<file path="src/rtl/grid_par_pkg.sv">
package grid_par_pkg;
  typedef enum logic [1:0] {
    ST_CLEAN  = 2'd0,
    ST_FIXED  = 2'd1,
    ST_PARITY = 2'd2,
    ST_FATAL  = 2'd3
  } dec_status_e;
endpackage

</file>
<file path="src/rtl/grid_par_enc.sv">
module grid_par_enc #(
  parameter int ROWS = 4,
  parameter int COLS = 4,
  localparam int DW = ROWS * COLS,
  localparam int CW = (ROWS + 1) * (COLS + 1)
) (
  input  logic [DW-1:0] data_i,
  input  logic          odd_i,
  output logic [CW-1:0] cw_o
);
  logic [COLS:0] col_par;
  logic          row_par;

  always_comb begin
    cw_o    = '0;
    col_par = {(COLS+1){odd_i}};
    for (int r = 0; r < ROWS; r++) begin
      row_par = odd_i;
      for (int c = 0; c < COLS; c++) begin
        cw_o[CW-1-(r*(COLS+1)+c)] = data_i[DW-1-(r*COLS+c)];
        row_par    ^= data_i[DW-1-(r*COLS+c)];
        col_par[c] ^= data_i[DW-1-(r*COLS+c)];
      end
      cw_o[CW-1-(r*(COLS+1)+COLS)] = row_par;
      col_par[COLS] ^= row_par;
    end
    for (int c = 0; c <= COLS; c++)
      cw_o[CW-1-(ROWS*(COLS+1)+c)] = col_par[c];
  end
endmodule

</file>
<file path="src/rtl/grid_par_dec.sv">
module grid_par_dec
  import grid_par_pkg::*;
#(
  parameter int ROWS = 4,
  parameter int COLS = 4,
  localparam int DW = ROWS * COLS,
  localparam int CW = (ROWS + 1) * (COLS + 1)
) (
  input  logic [CW-1:0] cw_i,
  input  logic          odd_i,
  output logic [DW-1:0] data_o,
  output dec_status_e   status_o
);
  logic [ROWS:0] row_fail;
  logic [COLS:0] col_fail;
  logic [CW-1:0] flip, fixed;
  logic [DW-1:0] raw_data;
  int            err_r, err_c;
  logic          single;

  always_comb begin
    row_fail = {(ROWS+1){odd_i}};
    col_fail = {(COLS+1){odd_i}};
    for (int r = 0; r <= ROWS; r++)
      for (int c = 0; c <= COLS; c++) begin
        row_fail[r] ^= cw_i[CW-1-(r*(COLS+1)+c)];
        col_fail[c] ^= cw_i[CW-1-(r*(COLS+1)+c)];
      end
    err_r = 0;
    err_c = 0;
    for (int r = 0; r <= ROWS; r++) if (row_fail[r]) err_r = r;
    for (int c = 0; c <= COLS; c++) if (col_fail[c]) err_c = c;
    single = ($countones(row_fail) == 1) && ($countones(col_fail) == 1);
    flip = '0;
    if (single) flip[CW-1-(err_r*(COLS+1)+err_c)] = 1'b1;
    fixed = cw_i ^ flip;
    for (int r = 0; r < ROWS; r++)
      for (int c = 0; c < COLS; c++) begin
        data_o[DW-1-(r*COLS+c)]   = fixed[CW-1-(r*(COLS+1)+c)];
        raw_data[DW-1-(r*COLS+c)] = cw_i[CW-1-(r*(COLS+1)+c)];
      end
    if (row_fail == '0 && col_fail == '0) status_o = ST_CLEAN;
    else if (!single)                     status_o = ST_FATAL;
    else if (err_r < ROWS && err_c < COLS) status_o = ST_FIXED;
    else                                   status_o = ST_PARITY;
  end

  always_comb begin

    if (status_o == ST_FIXED)
      fixed_one_bit_chk: assert ($countones(data_o ^ raw_data) == 1);

    if (status_o != ST_FIXED)
      raw_data_kept_chk: assert (data_o == raw_data);
  end
endmodule

</file>
<file path="src/rtl/grid_par_ser.sv">
module grid_par_ser #(
  parameter int CW = 25,
  localparam int CNT_W = $clog2(CW + 1)
) (
  input  logic          clk_i,
  input  logic          rst_ni,
  input  logic          load_i,
  input  logic [CW-1:0] cw_i,
  output logic          bit_o,
  output logic          valid_o
);
  logic [CW-1:0]    sreg;
  logic [CNT_W-1:0] cnt;

  always_ff @(posedge clk_i or negedge rst_ni) begin
    if (!rst_ni) begin
      sreg <= '0;
      cnt  <= '0;
    end else if (load_i) begin
      sreg <= cw_i;
      cnt  <= CNT_W'(CW);
    end else if (cnt != '0) begin
      sreg <= {sreg[CW-2:0], 1'b0};
      cnt  <= cnt - 1'b1;
    end
  end

  assign bit_o   = sreg[CW-1];
  assign valid_o = (cnt != '0);


  tx_start_chk: assert property (@(posedge clk_i) disable iff (!rst_ni)
    load_i |=> valid_o);

  tx_idle_chk: assert property (@(posedge clk_i) disable iff (!rst_ni)
    (!valid_o && !load_i) |=> !valid_o);
endmodule

</file>
<file path="src/rtl/grid_par_deser.sv">
module grid_par_deser #(
  parameter int CW = 25,
  localparam int CNT_W = $clog2(CW)
) (
  input  logic          clk_i,
  input  logic          rst_ni,
  input  logic          valid_i,
  input  logic          bit_i,
  output logic [CW-1:0] cw_o,
  output logic          done_o
);
  logic [CW-2:0]    sreg;
  logic [CNT_W-1:0] cnt;

  always_ff @(posedge clk_i or negedge rst_ni) begin
    if (!rst_ni) begin
      sreg   <= '0;
      cnt    <= '0;
      cw_o   <= '0;
      done_o <= 1'b0;
    end else begin
      done_o <= 1'b0;
      if (valid_i) begin
        sreg <= {sreg[CW-3:0], bit_i};
        if (cnt == CNT_W'(CW - 1)) begin
          cw_o   <= {sreg, bit_i};
          done_o <= 1'b1;
          cnt    <= '0;
        end else begin
          cnt <= cnt + 1'b1;
        end
      end
    end
  end


  rx_done_pulse_chk: assert property (@(posedge clk_i) disable iff (!rst_ni)
    done_o |=> !done_o);

  rx_done_qual_chk: assert property (@(posedge clk_i) disable iff (!rst_ni)
    !valid_i |=> !done_o);
endmodule

</file>
<file path="src/rtl/grid_par_codec.sv">
module grid_par_codec
  import grid_par_pkg::*;
#(
  parameter int ROWS = 4,
  parameter int COLS = 4,
  localparam int DW = ROWS * COLS,
  localparam int CW = (ROWS + 1) * (COLS + 1)
) (
  input  logic          clk_i,
  input  logic          rst_ni,
  input  logic          odd_i,
  input  logic [DW-1:0] enc_data_i,
  output logic [CW-1:0] enc_cw_o,
  input  logic          tx_load_i,
  output logic          tx_bit_o,
  output logic          tx_valid_o,
  input  logic          rx_valid_i,
  input  logic          rx_bit_i,
  output logic          rx_done_o,
  input  logic          dec_load_i,
  input  logic [CW-1:0] dec_cw_i,
  output logic          dec_valid_o,
  output logic [DW-1:0] dec_data_o,
  output logic [1:0]    dec_status_o
);
  logic [CW-1:0] rx_cw, dec_src;
  logic [DW-1:0] dec_data;
  dec_status_e   dec_status;

  grid_par_enc #(.ROWS(ROWS), .COLS(COLS)) i_enc (
    .data_i(enc_data_i), .odd_i(odd_i), .cw_o(enc_cw_o));

  grid_par_ser #(.CW(CW)) i_ser (
    .clk_i(clk_i), .rst_ni(rst_ni), .load_i(tx_load_i), .cw_i(enc_cw_o),
    .bit_o(tx_bit_o), .valid_o(tx_valid_o));

  grid_par_deser #(.CW(CW)) i_deser (
    .clk_i(clk_i), .rst_ni(rst_ni), .valid_i(rx_valid_i), .bit_i(rx_bit_i),
    .cw_o(rx_cw), .done_o(rx_done_o));

  // parallel load wins a same-cycle collision
  assign dec_src = dec_load_i ? dec_cw_i : rx_cw;

  grid_par_dec #(.ROWS(ROWS), .COLS(COLS)) i_dec (
    .cw_i(dec_src), .odd_i(odd_i), .data_o(dec_data), .status_o(dec_status));

  always_ff @(posedge clk_i or negedge rst_ni) begin
    if (!rst_ni) begin
      dec_valid_o  <= 1'b0;
      dec_data_o   <= '0;
      dec_status_o <= ST_CLEAN;
    end else begin
      dec_valid_o <= dec_load_i | rx_done_o;
      if (dec_load_i | rx_done_o) begin
        dec_data_o   <= dec_data;
        dec_status_o <= dec_status;
      end
    end
  end


  dec_load_chk: assert property (@(posedge clk_i) disable iff (!rst_ni)
    dec_load_i |=> dec_valid_o);

  rx_to_dec_chk: assert property (@(posedge clk_i) disable iff (!rst_ni)
    rx_done_o |=> dec_valid_o);

  dec_pulse_chk: assert property (@(posedge clk_i) disable iff (!rst_ni)
    (!dec_load_i && !rx_done_o) |=> !dec_valid_o);
endmodule

</file>
<file path="config.mk">
export PLATFORM = sky130hd
export DESIGN_NAME = grid_par_codec
export DESIGN_NICKNAME = d
export VERILOG_FILES = /design/src/rtl/grid_par_pkg.sv /design/src/rtl/grid_par_enc.sv /design/src/rtl/grid_par_dec.sv /design/src/rtl/grid_par_ser.sv /design/src/rtl/grid_par_deser.sv /design/src/rtl/grid_par_codec.sv
export SDC_FILE = /design/constraint.sdc
export NUM_CORES = 1
export LEC_CHECK = 0
export ABC_AREA = 0
export BUFFER_PORTS_ARGS = -buffer_cell sky130_fd_sc_hd__buf_4
export CELL_PAD_IN_SITES_DETAIL_PLACEMENT = 1
export CELL_PAD_IN_SITES_GLOBAL_PLACEMENT = 2
export CORE_ASPECT_RATIO = 1.5
export CORE_MARGIN = 8
export CORE_UTILIZATION = 41
export CTS_CLUSTER_SIZE = 24
export DETAILED_ROUTE_END_ITERATION = 7
export PLACE_DENSITY_LB_ADDON = 0.1
export SETUP_SLACK_MARGIN = 0.2
export SKIP_LAST_GASP = 1
export SYNTH_ARGS = -nofsm -noshare
export SYNTH_HDL_FRONTEND = slang
export SYNTH_SLANG_ARGS = --single-unit
</file>
<file path="constraint.sdc">
create_clock -name clk_i -period 7.85 [get_ports clk_i]
set_input_delay 1.57 -clock clk_i [delete_from_list [all_inputs] [get_ports clk_i]]
set_output_delay 1.57 -clock clk_i [all_outputs]
set_load 0.01 [all_outputs]
</file>
==> metrics.md <==
| Metric | Value |
|---|---|
| Syn Std Cell Area | `0.00636 mm²` |
| Slew margin rel. | `37.1%` |
| Reg2reg setup slack | `2.78 ns` |
| CP Buf/Inv Count | `4` |
| Main combinational cell family by area after synthesis | `multiplexers` |
| Synth cell count leaders | `104 x dfrtp_1, 52 x mux2i_1, 49 x mux2_2, 48 x nand2_1, 41 x xnor2_1` |
| CP Launch Type | `input pin` |
| Routed WL | `16100 µm` |
| Final nets | `718` |
| CP Class | `in2reg` |
| Synth Register Bits | `104` |
| Setup TNS | `0 ns` |
| Clock slew at reported path FFs | `0.08 ns` |
| Global-route wire length before repair | `26600 µm` |
| Post-synthesis cell type count | `40` |
| Critical path data arrival time | `6.52 ns` |
| Drt via density | `between 5 and 6` |
| Post-CTS sizing | `0` |
| Crit-path leading delay family | `adder cells` |
| Largest area contributor in the netlist | `dfrtp_1` |
| Cts bufs inserted | `9` |
| Row count | `56` |
| Final period util | `80.0%` |
| Synth Area in Simple Gates | `8.13%` |
| Synth Warn # | `0` |
| Hold Vio Cnt, Final | `0` |
| Crit-path max FO | `30` |
| Synth Area in Adders | `between 6 and 7%` |
| Die ar. | `~0.020 mm²` |
| Later-pin clock latency in the skew report | `0.35 ns` |
| Multiplexer share of the synthesized area | `17.1%` |
| Critical Path RT | `8.09 ns` |
| Vias in the first global route | `4946` |
| Total gr overflow | `0` |
| Post-synth EDFFs | `0` |
| Crit path time final | `approximately 6.3 ns` |
| Synth top area share | `between 40% and 50%` |
| Largest cells by area after synthesis | `dfrtp_1 41%, mux2_2 8.7%, mux2i_1 8.2%, xnor2_1 5.6%, ha_1 4.7%` |
| Setup violators final | `0` |
| Crit-path slowest cell | `mux2i_1` |
| Slew @ Worst Pin | `around 0.94 ns` |
| Outcome | `complete, no violations` |
| Detail Placement HPWL | `between 10000 and 15000 µm` |
| Share of cells above drive strength 1 | `26.9%` |
| DRC | `0` |
| Unrepaired setup endpoints after global routing | `no` |
| Hold bufs inserted after CTS | `0` |
| Max Cap Viol | `0` |
| Async set-reset flop share out of synthesis | `100%` |
| CTS tree | `done` |
| Net Count, Synth | `650` |
| Critical Path Max Stage Delay | `0.56 ns` |
| Gpl congestion | `0.804` |
| Fillers | `~1700` |
| Inserted Diodes | `0` |
| Syn Inst Count | `between 500 and 600` |
| Global Route Usage Sum | `16.9%` |
| Postcts setup bufs | `0` |
| Placeable Area | `~0.015 mm²` |
| CP Cell Sequence | `buf_4 > mux2i_1 > xnor2_1 > xnor3_1 > o21ai_0 > nand2b_1 > ha_1 > inv_1 > ha_1 > fa_1 > inv_1 > ha_1 > fa_1 > inv_1 > fa_1 > nand2b_1 > a2111oi_4 > nand4b_2 > o21a_1 > o31ai_1` |
| Starting Density | `41.2%` |
| Clock Skew | `0.0145 ns` |
| Io pins | `between 90 and 100` |
| Die height | `169 µm` |
| Clk root buf | `clkbuf_16` |
| Die W | `118 µm` |
| Synth Area in Compound Gates | `7.70%` |
| Port buffer count | `94` |
| Fmax | `roughly 0.16 GHz` |
| Initial antenna violation count | `0` |
| Pins Over Slew Limit | `0` |
| Drt first pass iters | `4` |
| WL/cell | `19.0 µm` |
| Post-route ant nets | `0` |
| Syn-to-layout area delta | `16.4%` |
| Total clock sinks | `about 100` |
| Most frequent cell after synthesis | `dfrtp_1` |
| Syn_area_per_cell | `around 11 µm²` |
| Crit. End Element | `register` |
| Largest net degree at the start of global routing | `just over 70` |
| H-Tree Depth | `3` |
| Ys flop type | `dfrtp_1` |
| Post-synthesis sequential area ratio | `40.9%` |
| Hold Crit Class | `reg2reg` |
| DR iter-0 viols | `75` |
| Xor-xnor portion of the synthesized cell area | `13.5%` |
| DR vias | `4329` |
| CTS max path bufs | `2` |
-- state kept, by name, indices dropped and copies added, names as in the netlist --
name and flops:
dec_valid_o 1, i_deser.sreg 24, i_ser.cnt 5, dec_data_o 16
i_deser.cnt 5, i_deser.cw_o 25, i_ser.sreg 25, dec_status_o 2
i_deser.done_o 1
-- per-stage QoR --
step / hold WS (ns) / instances / instance area [µm²] / utilization (%) / setup slack, ns
6_report: 0.498 / 847 / 7400 / 48.0 / 1.57
5_1_grt: 0.525 / 847 / 7400 / 48.0 / 1.15
4_1_cts: 0.506 / 847 / 7400 / 48.0 / 1.49
3_5_place_dp: 0.487 / 831 / 7110 / 46.2 / 1.15
3_3_place_gp: 0.474 / 831 / 7110 / 46.2 / 1.29
2_1_floorplan: 0.453 / 571 / 6360 / - / 2.03
-- worst min-delay path: cells and delay by family (launching register included) --
family	cells	cell delay, ns
flops	1	0.36
compound gates	1	0.06
simple gates	1	0.05
-- worst paths after layout --
kind,startpoint,to,cells past startpoint
max reg2reg,i_deser.cw_o[1],dec_data_o[13],20
min reg2reg,dec_data_o[3],dec_data_o[3],2
max,dec_load_i,dec_data_o[13],20
max in group asynchronous,rst_ni,i_deser.cw_o[19],2
min in group asynchronous,rst_ni,i_ser.sreg[23],1
min,dec_data_o[3],dec_data_o[3],2
-- placed cells by master (no fill, tap or decap), types with 9 or more instances in the layout --
cell / netlist / routed
nand2_1: 48 / 48
o21ai_0: 27 / 27
mux2_2: 49 / 49
nor2_1: 15 / 13
mux2i_1: 52 / 52
ha_1: 24 / 24
o21a_1: 16 / 16
xor2_1: 31 / 31
nor3_1: 18 / 18
xnor2_1: 41 / 41
clkbuf_16: 0 / 9
xnor3_1: 9 / 9
dfrtp_1: 104 / 104
inv_1: 33 / 33
o31ai_1: 17 / 17
buf_4: 17 / 97
-- kinds of logic (layout without fill, tap and decap cells) --
family / after synthesis / in the layout
multiplexers: 102 / 102
AO/OA/AOI/OAI: 73 / 73
XOR/XNOR: 82 / 82
adder cells (fa/ha/maj): 31 / 31
AND/OR/NAND/NOR: 106 / 106
flip-flops: 104 / 104
buffers and inverters: 73 / 146
-- final cells by class --
class	count	area (µm²)	share of cell area, %
Tap cell	203	254	3.43
Timing Repair Buffer	97	728	9.84
Clock inverter	7	62.6	0.845
Sequential cell	104	2600	35.2
Multi-Input combinational cell	394	3410	46.0
Inverter	33	124	1.67
Clock buffer	9	225	3.04
-- routing by layer --
layer  wire, µm  up-vias  global-route usage [%]
met5          0        -                       0
met4        244        0                    5.15
met3        691       13                    3.70
met2       8960       78                    32.0
met1       6220     2170                    18.2
li1           -     2068                       -
Power is not shown: default switching activity piles up to over one toggle a cycle in this logic, so the estimate is an artifact.
